<file path="src/rtl/ext_alloc_pkg.sv">
package ext_alloc_pkg;
    typedef enum logic {
        ALLOC_OPEN = 1'b0,
        ALLOC_HELD = 1'b1
    } alloc_state_t;
endpackage

</file>
<file path="src/rtl/ext_alloc_base.sv">
// Prefix-sum of enabled slot lengths, registered when load is high.
module ext_alloc_base #(
    parameter int NUM_SLOTS = 4,
    parameter int LEN_W     = 4,
    parameter int IDX_W     = 7
) (
    input  logic                       clk,
    input  logic                       rst_n,
    input  logic                       load,
    input  logic [NUM_SLOTS-1:0]       en,
    input  logic [NUM_SLOTS*LEN_W-1:0] len,
    output logic [NUM_SLOTS*IDX_W-1:0] base
);
    logic [IDX_W-1:0] psum [NUM_SLOTS+1];

    assign psum[0] = '0;

    for (genvar i = 0; i < NUM_SLOTS; i++) begin : g_sum
        assign psum[i+1] = psum[i]
                         + (en[i] ? IDX_W'(len[i*LEN_W +: LEN_W]) : '0);

        always_ff @(posedge clk) begin
            if (!rst_n) begin
                base[i*IDX_W +: IDX_W] <= '0;
            end else if (load) begin
                base[i*IDX_W +: IDX_W] <= psum[i];
            end
        end
    end
endmodule

</file>
<file path="src/rtl/ext_alloc_map.sv">
// Maps a tagged byte to a buffer entry, applying pair swap.
module ext_alloc_map #(
    parameter int NUM_SLOTS = 4,
    parameter int LEN_W     = 4,
    parameter int ADDR_W    = 8,
    parameter int IDX_W     = 7,
    parameter int BUF_DEPTH = 24,
    localparam int SLOT_W   = $clog2(NUM_SLOTS)
) (
    input  logic                        valid,
    input  logic [SLOT_W-1:0]           slot,
    input  logic [LEN_W-1:0]            ofs,
    input  logic [NUM_SLOTS-1:0]        en,
    input  logic [NUM_SLOTS*LEN_W-1:0]  len,
    input  logic [NUM_SLOTS*ADDR_W-1:0] start,
    input  logic [NUM_SLOTS-1:0]        swap,
    input  logic [NUM_SLOTS-1:0]        grp,
    input  logic [NUM_SLOTS*IDX_W-1:0]  base,
    output logic                        hit,
    output logic [IDX_W-1:0]            idx
);
    logic [LEN_W:0]   s_len;
    logic [LEN_W:0]   ofs_x;
    logic [LEN_W:0]   rel;
    logic             addr_lsb;
    logic             lead;

    always_comb begin
        s_len    = {1'b0, len[slot*LEN_W +: LEN_W]};
        ofs_x    = {1'b0, ofs};
        addr_lsb = start[slot*ADDR_W] ^ ofs[0];
        // leading member of a pair: even address for grouping 0, odd for 1
        lead     = (addr_lsb == grp[slot]);
        rel      = ofs_x;
        if (swap[slot]) begin
            if (lead && ((ofs_x + 1'b1) < s_len)) begin
                rel = ofs_x + 1'b1;
            end else if (!lead && (ofs != '0)) begin
                rel = ofs_x - 1'b1;
            end
        end
        idx = base[slot*IDX_W +: IDX_W] + IDX_W'(rel);
        hit = valid && en[slot] && (ofs_x < s_len)
              && (idx < IDX_W'(BUF_DEPTH));
    end
endmodule

</file>
<file path="src/rtl/ext_alloc_store.sv">
// Byte buffer; one entry written per clock.
module ext_alloc_store #(
    parameter int BUF_DEPTH = 24,
    parameter int DATA_W    = 8,
    parameter int IDX_W     = 7
) (
    input  logic                        clk,
    input  logic                        rst_n,
    input  logic                        we,
    input  logic [IDX_W-1:0]            widx,
    input  logic [DATA_W-1:0]           wdata,
    output logic [BUF_DEPTH*DATA_W-1:0] entries
);
    for (genvar e = 0; e < BUF_DEPTH; e++) begin : g_ent
        always_ff @(posedge clk) begin
            if (!rst_n) begin
                entries[e*DATA_W +: DATA_W] <= '0;
            end else if (we && (widx == IDX_W'(e))) begin
                entries[e*DATA_W +: DATA_W] <= wdata;
            end
        end
    end
endmodule

</file>
<file path="src/rtl/ext_sens_alloc.sv">
module ext_sens_alloc
    import ext_alloc_pkg::*;
#(
    parameter int NUM_SLOTS = 4,
    parameter int LEN_W     = 4,
    parameter int ADDR_W    = 8,
    parameter int DATA_W    = 8,
    parameter int BUF_DEPTH = 24,
    localparam int SLOT_W   = $clog2(NUM_SLOTS),
    localparam int IDX_W    = $clog2(NUM_SLOTS*((1 << LEN_W) - 1) + 1) + 1
) (
    input  logic                        clk,
    input  logic                        rst_n,
    input  logic                        mst_rst,
    input  logic [NUM_SLOTS-1:0]        slot_en,
    input  logic [NUM_SLOTS*LEN_W-1:0]  slot_len,
    input  logic [NUM_SLOTS*ADDR_W-1:0] slot_start,
    input  logic [NUM_SLOTS-1:0]        slot_swap,
    input  logic [NUM_SLOTS-1:0]        slot_grp,
    input  logic                        wr_valid,
    input  logic [SLOT_W-1:0]           wr_slot,
    input  logic [LEN_W-1:0]            wr_ofs,
    input  logic [DATA_W-1:0]           wr_data,
    output logic [NUM_SLOTS*IDX_W-1:0]  base_idx,
    output logic [BUF_DEPTH*DATA_W-1:0] buf_data
);
    alloc_state_t state_q, state_d;
    logic         any_en;
    logic         load_bases;
    logic         map_hit;
    logic [IDX_W-1:0] map_idx;

    assign any_en = |slot_en;

    always_ff @(posedge clk) begin
        if (!rst_n) begin
            state_q <= ALLOC_OPEN;
        end else begin
            state_q <= state_d;
        end
    end

    always_comb begin
        state_d    = state_q;
        load_bases = 1'b0;
        unique case (state_q)
            ALLOC_OPEN: begin
                load_bases = 1'b1;
                if (any_en && !mst_rst) begin
                    state_d = ALLOC_HELD;     // OPEN_TO_HELD
                end
            end
            ALLOC_HELD: begin
                if (!any_en || mst_rst) begin
                    load_bases = 1'b1;
                    state_d    = ALLOC_OPEN;  // HELD_TO_OPEN
                end
            end
            default: begin
                state_d = ALLOC_OPEN;
            end
        endcase
    end

    ext_alloc_base #(
        .NUM_SLOTS (NUM_SLOTS),
        .LEN_W     (LEN_W),
        .IDX_W     (IDX_W)
    ) u_base (
        .clk   (clk),
        .rst_n (rst_n),
        .load  (load_bases),
        .en    (slot_en),
        .len   (slot_len),
        .base  (base_idx)
    );

    ext_alloc_map #(
        .NUM_SLOTS (NUM_SLOTS),
        .LEN_W     (LEN_W),
        .ADDR_W    (ADDR_W),
        .IDX_W     (IDX_W),
        .BUF_DEPTH (BUF_DEPTH)
    ) u_map (
        .valid (wr_valid),
        .slot  (wr_slot),
        .ofs   (wr_ofs),
        .en    (slot_en),
        .len   (slot_len),
        .start (slot_start),
        .swap  (slot_swap),
        .grp   (slot_grp),
        .base  (base_idx),
        .hit   (map_hit),
        .idx   (map_idx)
    );

    ext_alloc_store #(
        .BUF_DEPTH (BUF_DEPTH),
        .DATA_W    (DATA_W),
        .IDX_W     (IDX_W)
    ) u_store (
        .clk     (clk),
        .rst_n   (rst_n),
        .we      (map_hit),
        .widx    (map_idx),
        .wdata   (wr_data),
        .entries (buf_data)
    );
endmodule

</file>
<file path="config.mk">
export PLATFORM = sky130hd
export DESIGN_NAME = ext_sens_alloc
export DESIGN_NICKNAME = d
export VERILOG_FILES = /design/src/rtl/ext_alloc_pkg.sv /design/src/rtl/ext_alloc_base.sv /design/src/rtl/ext_alloc_map.sv /design/src/rtl/ext_alloc_store.sv /design/src/rtl/ext_sens_alloc.sv
export SDC_FILE = /design/constraint.sdc
export NUM_CORES = 1
export LEC_CHECK = 0
export ABC_AREA = 1
export BUFFER_PORTS_ARGS = -buffer_cell sky130_fd_sc_hd__clkbuf_2
export CAP_MARGIN = 30
export CORE_ASPECT_RATIO = 1.2
export CORE_MARGIN = 5
export CORE_UTILIZATION = 45
export CTS_CLUSTER_SIZE = 10
export DETAILED_ROUTE_END_ITERATION = 7
export PLACE_DENSITY = 0.73
export SYNTH_ARGS = -nofsm -noshare
export SYNTH_HDL_FRONTEND = slang
export SYNTH_SLANG_ARGS = --single-unit
</file>
<file path="constraint.sdc">
create_clock -name clk -period 4.47 [get_ports clk]
set_input_delay 0.447 -clock clk [delete_from_list [all_inputs] [get_ports clk]]
set_output_delay 0.447 -clock clk [all_outputs]
set_load 0.01 [all_outputs]
</file>
# == Word level (Yosys, flattened, before mapping) ==
# Cells that the tools add are included.
# word_totals
output_inout_bits,220
input_bits,78
ff_bits,214
wordCells,123
# op_classes
order_cmp,5
n_eq_ne,24
n_reduce_logical,37
bitwise,2
addsub,5
shift,2
multipliers,1
mux,19
# ops
cell,count
"7-bit by 4-bit equality test with 1-bit output, second input constant",8
"7-bit by 5-bit equality test with 1-bit output, second input constant",8
1-bit logical AND,30
"7-bit by 3-bit equality test with 1-bit output, second input constant",4
28-bit by 6-bit indexed part select with 7-bit output,1
16-bit by 5-bit indexed part select with 4-bit output,1
5-bit 2-to-1 mux,3
7-bit adder,2
"7-bit by 2-bit equality test with 1-bit output, second input constant",2
4-bit 2-to-1 mux,3
1-bit binary-select mux with 2-bit select,4
7-bit by 5-bit adder with 7-bit output,1
"7-bit by 1-bit equality test with 1-bit output, second input constant",1
7-bit logical NOT,1
"7-bit by 5-bit < comparator with 1-bit output, second input constant",1
1-bit 2-to-1 mux,7
"5-bit by 6-bit < comparator with 1-bit output, second input constant",1
"4-bit by 1-bit adder with 5-bit output, second input constant",1
5-bit by 4-bit < comparator with 1-bit output,1
"2-bit by 3-bit multiplier with 5-bit output, second input constant",1
"4-bit by 1-bit subtractor with 5-bit output, second input constant",1
4-bit < comparator,1
1-bit one-hot mux with 2 select lines,2
4-bit nonzero test,1
7 further kinds,9

# == Depth between registers and ports, before layout ==
# Gate-level depths: netlist of the first run.
# depth
depth_word,13
mapped_depth,31
depth_no_buf,27

# == Cells and area by module ==
# Synthesis of the first run repeated with hierarchy kept, for this count alone.
# hier_totals
cells_unflattened,1460
hier_area_um2,9899.5
# by_module_without_submodules
mod,area_per_inst_um2,seq_area_each_um2,instances,cells_per_inst
ext_alloc_store,7637.3,3843.7,1,1093
ext_alloc_map,1182.4,0.0,1,209
ext_alloc_base,1026.0,300.3,1,149
ext_sens_alloc,53.8,20.0,1,9

# == Least setup slack after synthesis of the first run ==
# Ideal clock, no wire load.
# synth_timing
path_kind,input-to-reg
from,input port wr_slot[0]
to,register u_store.entries[48]
setup_time_ns,0.113
cell_stages,24
arrival_ns,4.234
path_buffers,3
required_time_ns,4.357
setup_slack_ns,0.123
path_cell_list,buf_6 -> inv_6 -> buf_6 -> clkbuf_1 -> nand2_1 -> a32o_1 -> ha_1 -> a21oi_1 -> o21bai_1 -> a21oi_1 -> nand2_1 -> a21oi_1 -> xor2_1 -> ha_1 -> fa_1 -> inv_1 -> nor2_1 -> inv_1 -> nor2_1 -> nand3_1 -> inv_1 -> nand3_1 -> nand2_1 -> nor2_1
# synth_via
elab_chain_cells,13
elab_cells_between_ends,28
cone_classes,1 x add/sub; 1 x mul; 3 x order compare; 2 x eq/ne; 2 x shift; 11 x mux; 1 x bitwise; 7 x reduce/logical
# synth_rtl
item,line_no,text
from (decl),ext_sens_alloc.sv:21,"input logic [SLOT_W-1:0] wr_slot,"
branches (longest 12 deep; another with 7-bit by 5-bit adder with 7-bit output),n/a,
1-bit logical AND (*),ext_alloc_store.sv:18,end else if (we && (widx == IDX_W'(e))) begin
"to (signal, indexed assignment)",ext_alloc_store.sv:19,entries[e*DATA_W +: DATA_W] <= wdata;
to (decl),ext_alloc_store.sv:12,output logic [BUF_DEPTH*DATA_W-1:0] entries
# Every way passes the cells marked *. The select of a mux whose other input is x is not followed.
# A chain may end at the register's enable or synchronous reset.

# == Worst setup path in the final report of the first run ==
# layout_timing
from,input port wr_slot[0]
to,register u_store.entries[113]
# The elaborated chain is that of the path after synthesis.

==> flow_summary_export.csv, run 1 <==
group,metric,value,unit
clock_tree,cts_buffer_depth,3,
detailed_routing,drt_iter0_drc,630,
synthesis,synth_edf_count,0,
clock_tree,clk_pin_slew_worst_paths,0.06,ns
placement,io_buffers,256,
floorplanning,die-height,176,um
grt,grt_pass1_vias,9710,
detailed_routing,routed_wire_length_per_instance,14.9,um
setup_path,cp_top_family,"simple AND/OR/NAND/NOR gates",
setup_path,cp_cell_sequence,"clkbuf_2 > inv_6 > nand2_1 > a32o_1 > ha_1 > a21oi_1 > o21bai_1 > a21oi_1 > nand2_1 > a21oi_1 > xor2_1 > ha_1 > fa_1 > nand3_1 > nand3b_1 > nand2_2 > inv_2 > nor2_4 > nand2_2 > nor2_2 > nand3_1 > nand2_1 > nor2_1",
layout,seqCellArea,0.00416,mm^2
synthesis,synth-seq-area-share,0.401,
synthesis,synth_top_cell_by_area,"dfxtp_1",
timing,finalSetupTns,0,ns
setup_path,slowest_delay,0.43,ns
pwr,p_comb_frac,0.208,
pwr,power.density,367,mW/mm^2
grt,grt_usage,0.229,
clock_tree,postCtsSetupBuffers,0,
detailed_routing,vias_per_cell,4.98,
synthesis,avgSynthCellArea,6.91,um^2
min_path,min_path_type,"primary input to register",
clock_tree,cts.sinks,208,
placement,dpl_worst_slack,-0.129,ns
setup_path,required,4.88,ns
layout,multiInputGateArea,0.00542,mm^2
grt,globalRouteOverflowTotal,0,
detailed_routing,dr.pass1.iters,8,
clock_tree,cts_tree,"done",
synthesis,synth_fa_ha_area_frac,0.0323,
synthesis,yosys-top-cells-area,"dfxtp_1 40%, nor2_1 15%, nand3_1 12%",
synthesis,ys.flop_type,"dfxtp_1",
pwr,clkPwrFrac,0.377,
synthesis,synth_xor_area_frac,0.00759,
timing,worst_pin_slew,0.985,ns
synthesis,netlist_instances,1503,
pwr,irDropWorstVdd,288,uV
timing,fin_ws,0.381,ns
pwr,sw_frac_of_total,0.309,
grt,grt_max_degree,135,
floorplanning,initial_core_util,0.452,
run,cap_viol_max_count,0,
synthesis,async_flop_share,0,
floorplanning,fp.coreArea,0.0230,mm^2
timing,finalSetupViolCount,0,
setup_path,crit_fanout,12,
detailed_routing,vias,10300,
placement,place_congestion,0.898,
timing,post-route-period-util,0.915,
floorplanning,fp-row-count,61,
synthesis,synth_top_family_by_area,"simple AND/OR/NAND/NOR gates",
synthesis,netlist_area,0.0104,mm^2
layout,area_growth,22.2,%
pwr,total_leakage_power,6.32,nW
floorplanning,ios,298,
synthesis,synth_top_area_frac,0.401,
clock_tree,ctsHtreeMaxLevel,1,
clock_tree,cts_root_buffer,"clkbuf_16",
floorplanning,fp.dieW,149,um
layout,n_fill_cell,2244,
layout,drive_above_1_share,0.218,
timing,finClkSkew,0.0272,ns
timing,grt_setup_unrepaired,"no",
pwr,p_switching,1.44,mW
pwr,p_int,3.22,mW
clock_tree,cts_hold_buffers,0,
timing,slew-limit-headroom,0.344,
clock_tree,cts_resized,0,
detailed_routing,drc_errors,0,
timing,hold_violations,0,
setup_path,slowest_stage,"fa_1",
synthesis,synth_cell_types,40,
outcome,status,"finished clean",
placement,hpwl,21500,um
timing,slew_viol_final,0,
detailed_routing,ant_nets,0,
grt,antenna_found_initial,0,
setup_path,cp-start-kind,"primary input",
floorplanning,dieArea,0.0262,mm^2
detailed_routing,drt_wl_total,31000,um
layout,diodes,0,
layout,layout.nets,1858,
setup_path,cp-end-kind,"register",
synthesis,synth-seq-cells,208,
grt,grt_pass1_wl,49500,um
pwr,p_seq_frac,0.415,
clock_tree,cts_buffers,25,
setup_path,crit_arrival,4.50,ns
pwr,finalPower,4.66,mW
setup_path,crit_type,"primary input to register",
synthesis,muxShareOfSynthArea,0,
setup_path,cp_num_buf_inv,3,
synthesis,yosys.area_share.simple,0.449,
clock_tree,clk_latency,0.53,ns
timing,fmax,0.245,GHz
layout,utilization,0.552,
timing,fin_crit,4.09,ns
synthesis,yosys_warnings,0,
synthesis,synth_compound_area_frac,0.0286,
-- worst register-to-register path, cell delays in order (launching register included) --
cell	delay, ns
dfxtp_1	0.32
o21ai_0	0.14
o21ai_0	0.16
ha_1	0.26
fa_1	0.43
nand3_1	0.13
nand3b_1	0.10
nand2_2	0.09
inv_2	0.05
nor2_4	0.32
nand2_2	0.25
nor2_2	0.38
nand3_1	0.13
nand2_1	0.09
nor2_1	0.05
-- layout by cell type, fill, tap and decap left out, types with 2 or more instances in the layout --
master / n
a21oi_1: 25
a22oi_1: 2
a32o_1: 3
buf_12: 5
buf_16: 3
buf_4: 36
clkbuf_1: 4
clkbuf_16: 25
clkbuf_2: 255
clkinv_1: 2
conb_1: 13
dfxtp_1: 208
fa_1: 3
ha_1: 22
inv_1: 72
inv_2: 4
nand2_1: 312
nand2_2: 4
nand2_4: 2
nand3_1: 239
nand3_2: 2
nand3b_1: 2
nand4_1: 11
nor2_1: 423
nor2_2: 15
nor2_4: 11
nor2_8: 14
nor4_1: 2
o21ai_0: 16
o21ai_1: 2
o21bai_1: 3
xor2_1: 8
-- power groups by stage --
| stage | sequential (mW) | combinational, mW | clock, mW |
|---|---|---|---|
| 2_1_floorplan | 1.98 | 0.667 | 0 |
| 5_1_grt | 1.94 | 1.07 | 1.88 |
| 3_5_place_dp | 1.97 | 0.964 | 0 |
| 4_1_cts | 1.93 | 0.966 | 1.79 |
| 6_report | 1.93 | 0.967 | 1.76 |
| 3_3_place_gp | 1.97 | 0.941 | 0 |
-- metal layers --
metal,global-route usage,up-vias,share of wire
met5,0,-,0
met4,0.0751,0,0.028
met3,0.0398,67,0.072
met2,0.393,398,0.48
met1,0.292,4644,0.42
li1,-,5232,-
-- flip-flops by register name, summed over array words and instances (netlist names) --
register,count
u_base.base,15
u_store.entries,192
state_q,1
-- per-stage QoR --
stage               instances  hold slack, ns  cell area (um^2)
floorplan                1515           0.494             10400
global placement         2040           0.465             11900
detailed placement       2043           0.471             12000
CTS                      2075           0.151             12700
global route             2075           0.164             12700
finish                   2075           0.167             12700
-- final cells by class --
| cell class | instances | share of cell area |
|---|---|---|
| multi-input cells | 1141 | 0.427 |
| flip-flops and latches | 208 | 0.328 |
| well taps | 315 | 0.0311 |
| inverters | 79 | 0.0238 |
| clock buffers | 29 | 0.0505 |
| repair buffers | 300 | 0.137 |
| clock inverters | 3 | 0.00256 |
-- synth_stat cells, types with 13 or more instances --
cell and n:
o21ai_0 16, nand3_1 239, dfxtp_1 208, buf_6 15, buf_1 32, ha_1 22
nor2_8 14, nand2_1 312, inv_1 72, nor2_1 423, nor2_2 15, buf_4 20
clkbuf_1 13, a21oi_1 25
-- logic make-up (layout without fill, tap and decap cells) --
logic type / count (synthesis) / after routing
AND/OR/NAND/NOR: 1041 / 1041
adder cells (fa/ha/maj): 25 / 25
buffers and inverters: 166 / 411
AO/OA/AOI/OAI: 53 / 53
flip-flops: 208 / 208
other: 1 / 13
XOR/XNOR: 9 / 9
-- path summary, 6_finish.rpt --
| check | startpoint | endpoint | slack (ns) | depth (start not counted) |
|---|---|---|---|---|
| worst max-delay path | wr_slot[0] | u_store.entries[113]$_SDFFE_PN0P_ | 0.38 | 23 |
| worst min-delay path | mst_rst | state_q$_SDFF_PN0_ | 0.17 | 4 |
| worst max register to register | u_base.base[14]$_SDFFE_PN0P_ | u_store.entries[113]$_SDFFE_PN0P_ | 1.47 | 14 |
| worst min register to register | u_store.entries[2]$_SDFFE_PN0P_ | u_store.entries[2]$_SDFFE_PN0P_ | 0.48 | 2 |
Note: power is estimated with default switching activity, not from simulation.
==> inputs of run 2 (changes only) <==
--- a/config.mk
+++ b/config.mk
@@ -6,14 +6,13 @@
 export NUM_CORES = 1
 export LEC_CHECK = 0
 export ABC_AREA = 1
-export BUFFER_PORTS_ARGS = -buffer_cell sky130_fd_sc_hd__clkbuf_2
 export CAP_MARGIN = 30
 export CORE_ASPECT_RATIO = 1.2
 export CORE_MARGIN = 5
 export CORE_UTILIZATION = 45
 export CTS_CLUSTER_SIZE = 10
 export DETAILED_ROUTE_END_ITERATION = 7
-export PLACE_DENSITY = 0.73
+export DONT_BUFFER_PORTS = 1
 export SYNTH_ARGS = -nofsm -noshare
 export SYNTH_HDL_FRONTEND = slang
 export SYNTH_SLANG_ARGS = --single-unit
==> flow_summary_export.csv, run 2 (synthesized netlist as in run 1, its figures left out) <==
group,metric,value,unit
outcome,status,"finished clean",
layout,top_regs,"u_store.entries (192), u_base.base (15), state_q (1)",
floorplanning,initial_core_util,0.452,
layout,instances_no_fill,1805,
timing,finalSetupTns,0,ns
timing,finalSetupViolCount,0,
floorplanning,fp.dieW,149,um
placement,dp_cells,1778,
placement,place_congestion,0.849,
timing,slew-limit-headroom,0.487,
pwr,total_leakage_power,5.09,nW
timing,fmax,0.255,GHz
clock_tree,clk_latency,0.52,ns
setup_path,required,4.88,ns
detailed_routing,ant_nets,0,
clock_tree,cts.sinks,208,
setup_path,cp_num_buf_inv,2,
timing,slew_viol_final,0,
detailed_routing,dr.pass1.iters,6,
layout,diodes,0,
detailed_routing,vias,9182,
layout,layout.nets,1592,
clock_tree,cts_buffers,24,
clock_tree,cts_hold_buffers,0,
layout,n_fill_cell,2363,
layout,largest_reg_flops,192,
layout,drive_above_1_share,0.0779,
grt,grt_pass1_vias,8604,
pwr,irDropWorstVdd,242,uV
grt,grt_pass1_wl,47200,um
detailed_routing,routed_wire_length_per_instance,16.7,um
setup_path,crit_fanout,26,
floorplanning,ios,298,
setup_path,cp-end-kind,"register",
clock_tree,cts_root_buffer,"clkbuf_16",
timing,grt_setup_unrepaired,"no",
layout,utilization,0.491,
setup_path,cp_cell_sequence,"inv_6 > nand2_1 > a32o_1 > ha_1 > a21oi_1 > o21bai_1 > a21oi_1 > nand2_1 > a21oi_1 > xor2_1 > ha_1 > fa_1 > nand3_1 > nand3b_1 > nand2_2 > inv_2 > nor2_4 > nand2_2 > nor2_2 > nand3_1 > nand2_1 > nor2_1",
setup_path,slowest_stage,"fa_1",
detailed_routing,drc_errors,0,
clock_tree,cts_buffer_depth,3,
timing,post-route-period-util,0.876,
floorplanning,dieArea,0.0262,mm^2
clock_tree,ctsHtreeMaxLevel,1,
grt,grt_usage,0.222,
run,cap_viol_max_count,0,
min_path,min_delay_path_depth,2,
setup_path,worstReg2RegStart,"u_base.base[14]$_SDFFE_PN0P_",
layout,seqCellArea,0.00416,mm^2
layout,mostFrequentLayoutCell,"nor2_1",
timing,fin_crit,3.91,ns
grt,grt_max_degree,201,
min_path,min-delay-start,"rst_n",
layout,area_growth,8.65,%
placement,placed_area,0.0107,mm^2
detailed_routing,drt_iter0_drc,447,
setup_path,cp_top_family,"simple AND/OR/NAND/NOR gates",
setup_path,crit_type,"primary input to register",
clock_tree,clk_pin_slew_worst_paths,0.05,ns
floorplanning,fp.coreArea,0.0230,mm^2
setup_path,rrSetupSlack,1.54,ns
clock_tree,postCtsSetupBuffers,0,
detailed_routing,vias_per_cell,5.09,
timing,worst_pin_slew,0.767,ns
clock_tree,cts_tree,"done",
pwr,power.density,395,mW/mm^2
setup_path,r2r-end,"u_store.entries[120]$_SDFFE_PN0P_",
layout,final_cell_mix,"423 x nor2_1, 312 x nand2_1, 239 x nand3_1",
min_path,min_path_type,"primary input to register",
detailed_routing,drt_wl_total,30200,um
setup_path,cp-start-kind,"primary input",
grt,globalRouteOverflowTotal,0,
layout,stdcell_area,0.0113,mm^2
setup_path,worstSetupStartpoint,"wr_slot[0]",
timing,hold_violations,0,
timing,finClkSkew,0.0146,ns
placement,io_buffers,0,
setup_path,slowest_delay,0.43,ns
setup_path,r2r_cells,14,
layout,regMostFlops,"u_store.entries",
setup_path,cp.depth,22,
setup_path,crit_arrival,4.33,ns
placement,hpwl,20500,um
clock_tree,cts_resized,0,
grt,antenna_found_initial,0,
floorplanning,fp-row-count,61,
min_path,holdPathEnd,"u_store.entries[116]$_SDFFE_PN0P_",
layout,multiInputGateArea,0.00542,mm^2
floorplanning,die-height,176,um
[run 2: cell count changes in the layout (fill, tap and decap cells not counted), sizes merged]
cell      before  now
clkbuf       284   26
buf           45   35
clkinvlp       1    0
inv           78   77
[run 2: worst max path at each step]
| stage | slack [ns] | end |
|---|---|---|
| 2_1_floorplan | 0.12 | u_store.entries[48]$_SDFFE_PN0P_ |
| 3_3_place_gp | 0.07 | u_store.entries[127]$_SDFFE_PN0P_ |
| 3_5_place_dp | 0.02 | u_store.entries[59]$_SDFFE_PN0P_ |
| 4_1_cts | 0.57 | u_store.entries[120]$_SDFFE_PN0P_ |
| 5_1_grt | 0.18 | u_store.entries[58]$_SDFFE_PN0P_ |
| 6_report | 0.56 | u_store.entries[120]$_SDFFE_PN0P_ |
[run 2: routing by layer]
layer	vias to the layer above	track usage	wire, um
met3	48	0.0721	3000
li1	4701	-	-
met4	0	0.0605	736
met5	-	0	0
met2	305	0.380	14400
met1	4128	0.268	12100
[run 2: report_power, final]
part	total (mW)	switching, mW	internal [mW]
combinational	0.822	0.566	0.256
clock	1.67	0.723	0.950
sequential	1.96	0.0593	1.90
total	4.46	1.35	3.11
[run 2: final cells by class]
type	count	share of cell area
clock buffer	26	0.0539
clock inverter	1	0.00144
inverter	79	0.0267
multi-input combinational	1141	0.480
sequential	208	0.369
tap	315	0.0349
timing repair buffer	35	0.0335
[run 2: stage by stage]
step	setup WS [ns]	hold slack, ns	total power, mW
after global routing	0.180	0.0359	4.69
after detailed placement	0.0246	0.523	2.83
after global placement	0.0717	0.521	2.81
final	0.556	0.0523	4.46
after floorplan	0.123	0.494	2.65
after CTS	0.567	0.0385	4.51
==> inputs of run 3 (changes only) <==
--- a/config.mk
+++ b/config.mk
@@ -7,9 +7,9 @@
 export LEC_CHECK = 0
 export ABC_AREA = 1
 export CAP_MARGIN = 30
-export CORE_ASPECT_RATIO = 1.2
 export CORE_MARGIN = 5
 export CORE_UTILIZATION = 45
+export CTS_BUF_LIST = sky130_fd_sc_hd__clkbuf_8
 export CTS_CLUSTER_SIZE = 10
 export DETAILED_ROUTE_END_ITERATION = 7
 export DONT_BUFFER_PORTS = 1
==> flow_summary_export.csv, run 3 (synthesized netlist as in run 1, its figures left out) <==
group,metric,value,unit
outcome,status,"finished clean",
layout,top_regs,"u_store.entries (192), u_base.base (15), state_q (1)",
layout,utilization,0.501,
min_path,min_path_type,"primary input to register",
floorplanning,fp.dieW,162,um
setup_path,cp-start-kind,"primary input",
timing,fin_ws,0.564,ns
grt,globalRouteOverflowTotal,0,
clock_tree,cts_tree,"done",
timing,hold_violations,0,
detailed_routing,routed_wire_length_per_instance,17.0,um
clock_tree,cts_buffer_depth,3,
grt,grt_pass1_wl,49400,um
timing,worst_pin_slew,0.729,ns
placement,place_congestion,0.847,
floorplanning,ios,298,
placement,dpl_worst_slack,0.00427,ns
floorplanning,dieArea,0.0262,mm^2
floorplanning,fp-row-count,55,
timing,finalSetupTns,0,ns
timing,grt_setup_unrepaired,"no",
setup_path,worstSetupStartpoint,"wr_slot[1]",
pwr,finalPower,4.53,mW
floorplanning,die-height,162,um
timing,slew_viol_final,0,
placement,placed_area,0.0106,mm^2
detailed_routing,vias_per_cell,5.10,
layout,regMostFlops,"u_store.entries",
clock_tree,ctsHtreeMaxLevel,2,
layout,drive_above_1_share,0.0946,
setup_path,crit_arrival,4.33,ns
timing,post-route-period-util,0.874,
pwr,irDropWorstVdd,243,uV
floorplanning,fp.coreArea,0.0227,mm^2
clock_tree,cts_resized,0,
timing,slew-limit-headroom,0.513,
clock_tree,clk_pin_slew_worst_paths,0.06,ns
setup_path,worstReg2RegStart,"u_base.base[14]$_SDFFE_PN0P_",
pwr,power.density,398,mW/mm^2
timing,finClkSkew,0.0233,ns
grt,grt_usage,0.232,
clock_tree,postCtsSetupBuffers,0,
timing,finalSetupViolCount,0,
layout,area_growth,9.59,%
setup_path,cp-end-kind,"register",
placement,io_buffers,0,
grt,antenna_found_initial,0,
grt,grt_pass1_vias,8948,
layout,final_cell_mix,"423 x nor2_1, 312 x nand2_1, 239 x nand3_1",
layout,mostFrequentLayoutCell,"nor2_1",
detailed_routing,vias,9271,
run,cap_viol_max_count,0,
clock_tree,cts.sinks,208,
grt,grt_max_degree,201,
min_path,min-delay-start,"rst_n",
detailed_routing,drt_iter0_drc,656,
detailed_routing,ant_nets,0,
floorplanning,initial_core_util,0.457,
placement,hpwl,20300,um
timing,fin_crit,3.91,ns
layout,stdcell_area,0.0114,mm^2
timing,fmax,0.256,GHz
setup_path,crit_type,"primary input to register",
setup_path,crit_fanout,16,
layout,diodes,0,
clock_tree,cts_root_buffer,"clkbuf_8",
layout,largest_reg_flops,192,
detailed_routing,drc_errors,0,
detailed_routing,dr.pass1.iters,5,
clock_tree,clk_latency,0.54,ns
clock_tree,cts_hold_buffers,0,
clock_tree,cts_buffers,37,
setup_path,required,4.89,ns
pwr,total_leakage_power,5.23,nW
layout,layout.nets,1608,
detailed_routing,drt_wl_total,30800,um
## run 3: cell types whose count changed in the layout (fill, tap and decap cells not counted), sizes merged
cell,change
buf,+3
clkbuf,+20
clkinvlp,+3
inv,+17
## run 3: where the power goes
part	switching (mW)	leakage [nW]	total, mW	internal (mW)
Sequential	0.0592	1.68	1.96	1.90
Combinational	0.573	3.12	0.841	0.268
Clock	0.798	0.426	1.73	0.932
Total	1.43	5.23	4.53	3.10
## run 3: routing by layer
metal  share of wire  global-route usage  vias up  wire length (um)
li1                -                   -     4755                 -
met1            0.43               0.290     4193             13100
met2            0.46               0.382      266             14300
met3           0.090              0.0812       57              2760
met4           0.022              0.0623        0               684
met5               0                   0        -                 0
## run 3: path summary, 6_finish.rpt
path | cells past startpoint | endpoint | slack, ns
hold reg to reg | 2 | u_base.base[14]$_SDFFE_PN0P_ | 0.53
setup reg to reg | 12 | u_store.entries[61]$_SDFFE_PN0P_ | 1.57
setup / recovery | 20 | u_store.entries[61]$_SDFFE_PN0P_ | 0.56
hold / removal | 2 | u_store.entries[122]$_SDFFE_PN0P_ | 0.04
## run 3: final cells by class
cell class                      count  area [um^2]
Inverter                           79          302
Multi-Input combinational cell   1141         5420
Tap cell                          285          357
Clock inverter                     21         98.8
Clock buffer                       46          633
Sequential cell                   208         4160
Timing Repair Buffer               38          405
Fill cell                        2307        11300
## run 3: worst max-delay path, cell delays in order
cell and delay [ns]:
inv_2 0.21, a21oi_1 0.08, a32o_1 0.25, ha_1 0.32, a21oi_1 0.13, o21bai_1 0.08, a21oi_1 0.21, nand2_1 0.16
a21oi_1 0.19, xor2_1 0.10, ha_1 0.24, fa_1 0.43, xor2_1 0.29, nand2_1 0.15, nor2_1 0.28, nand3_2 0.23
inv_1 0.28, nand3_1 0.12, nand2_1 0.08, nor2_1 0.04
## run 3: stage by stage
| step | std cells | hold WS, ns |
|---|---|---|
| 6_report | 1818 | 0.0369 |
| 5_1_grt | 1818 | 0.0243 |
| 4_1_cts | 1818 | 0.00830 |
| 3_5_place_dp | 1751 | 0.520 |
| 3_3_place_gp | 1750 | 0.520 |
| 2_1_floorplan | 1515 | 0.494 |
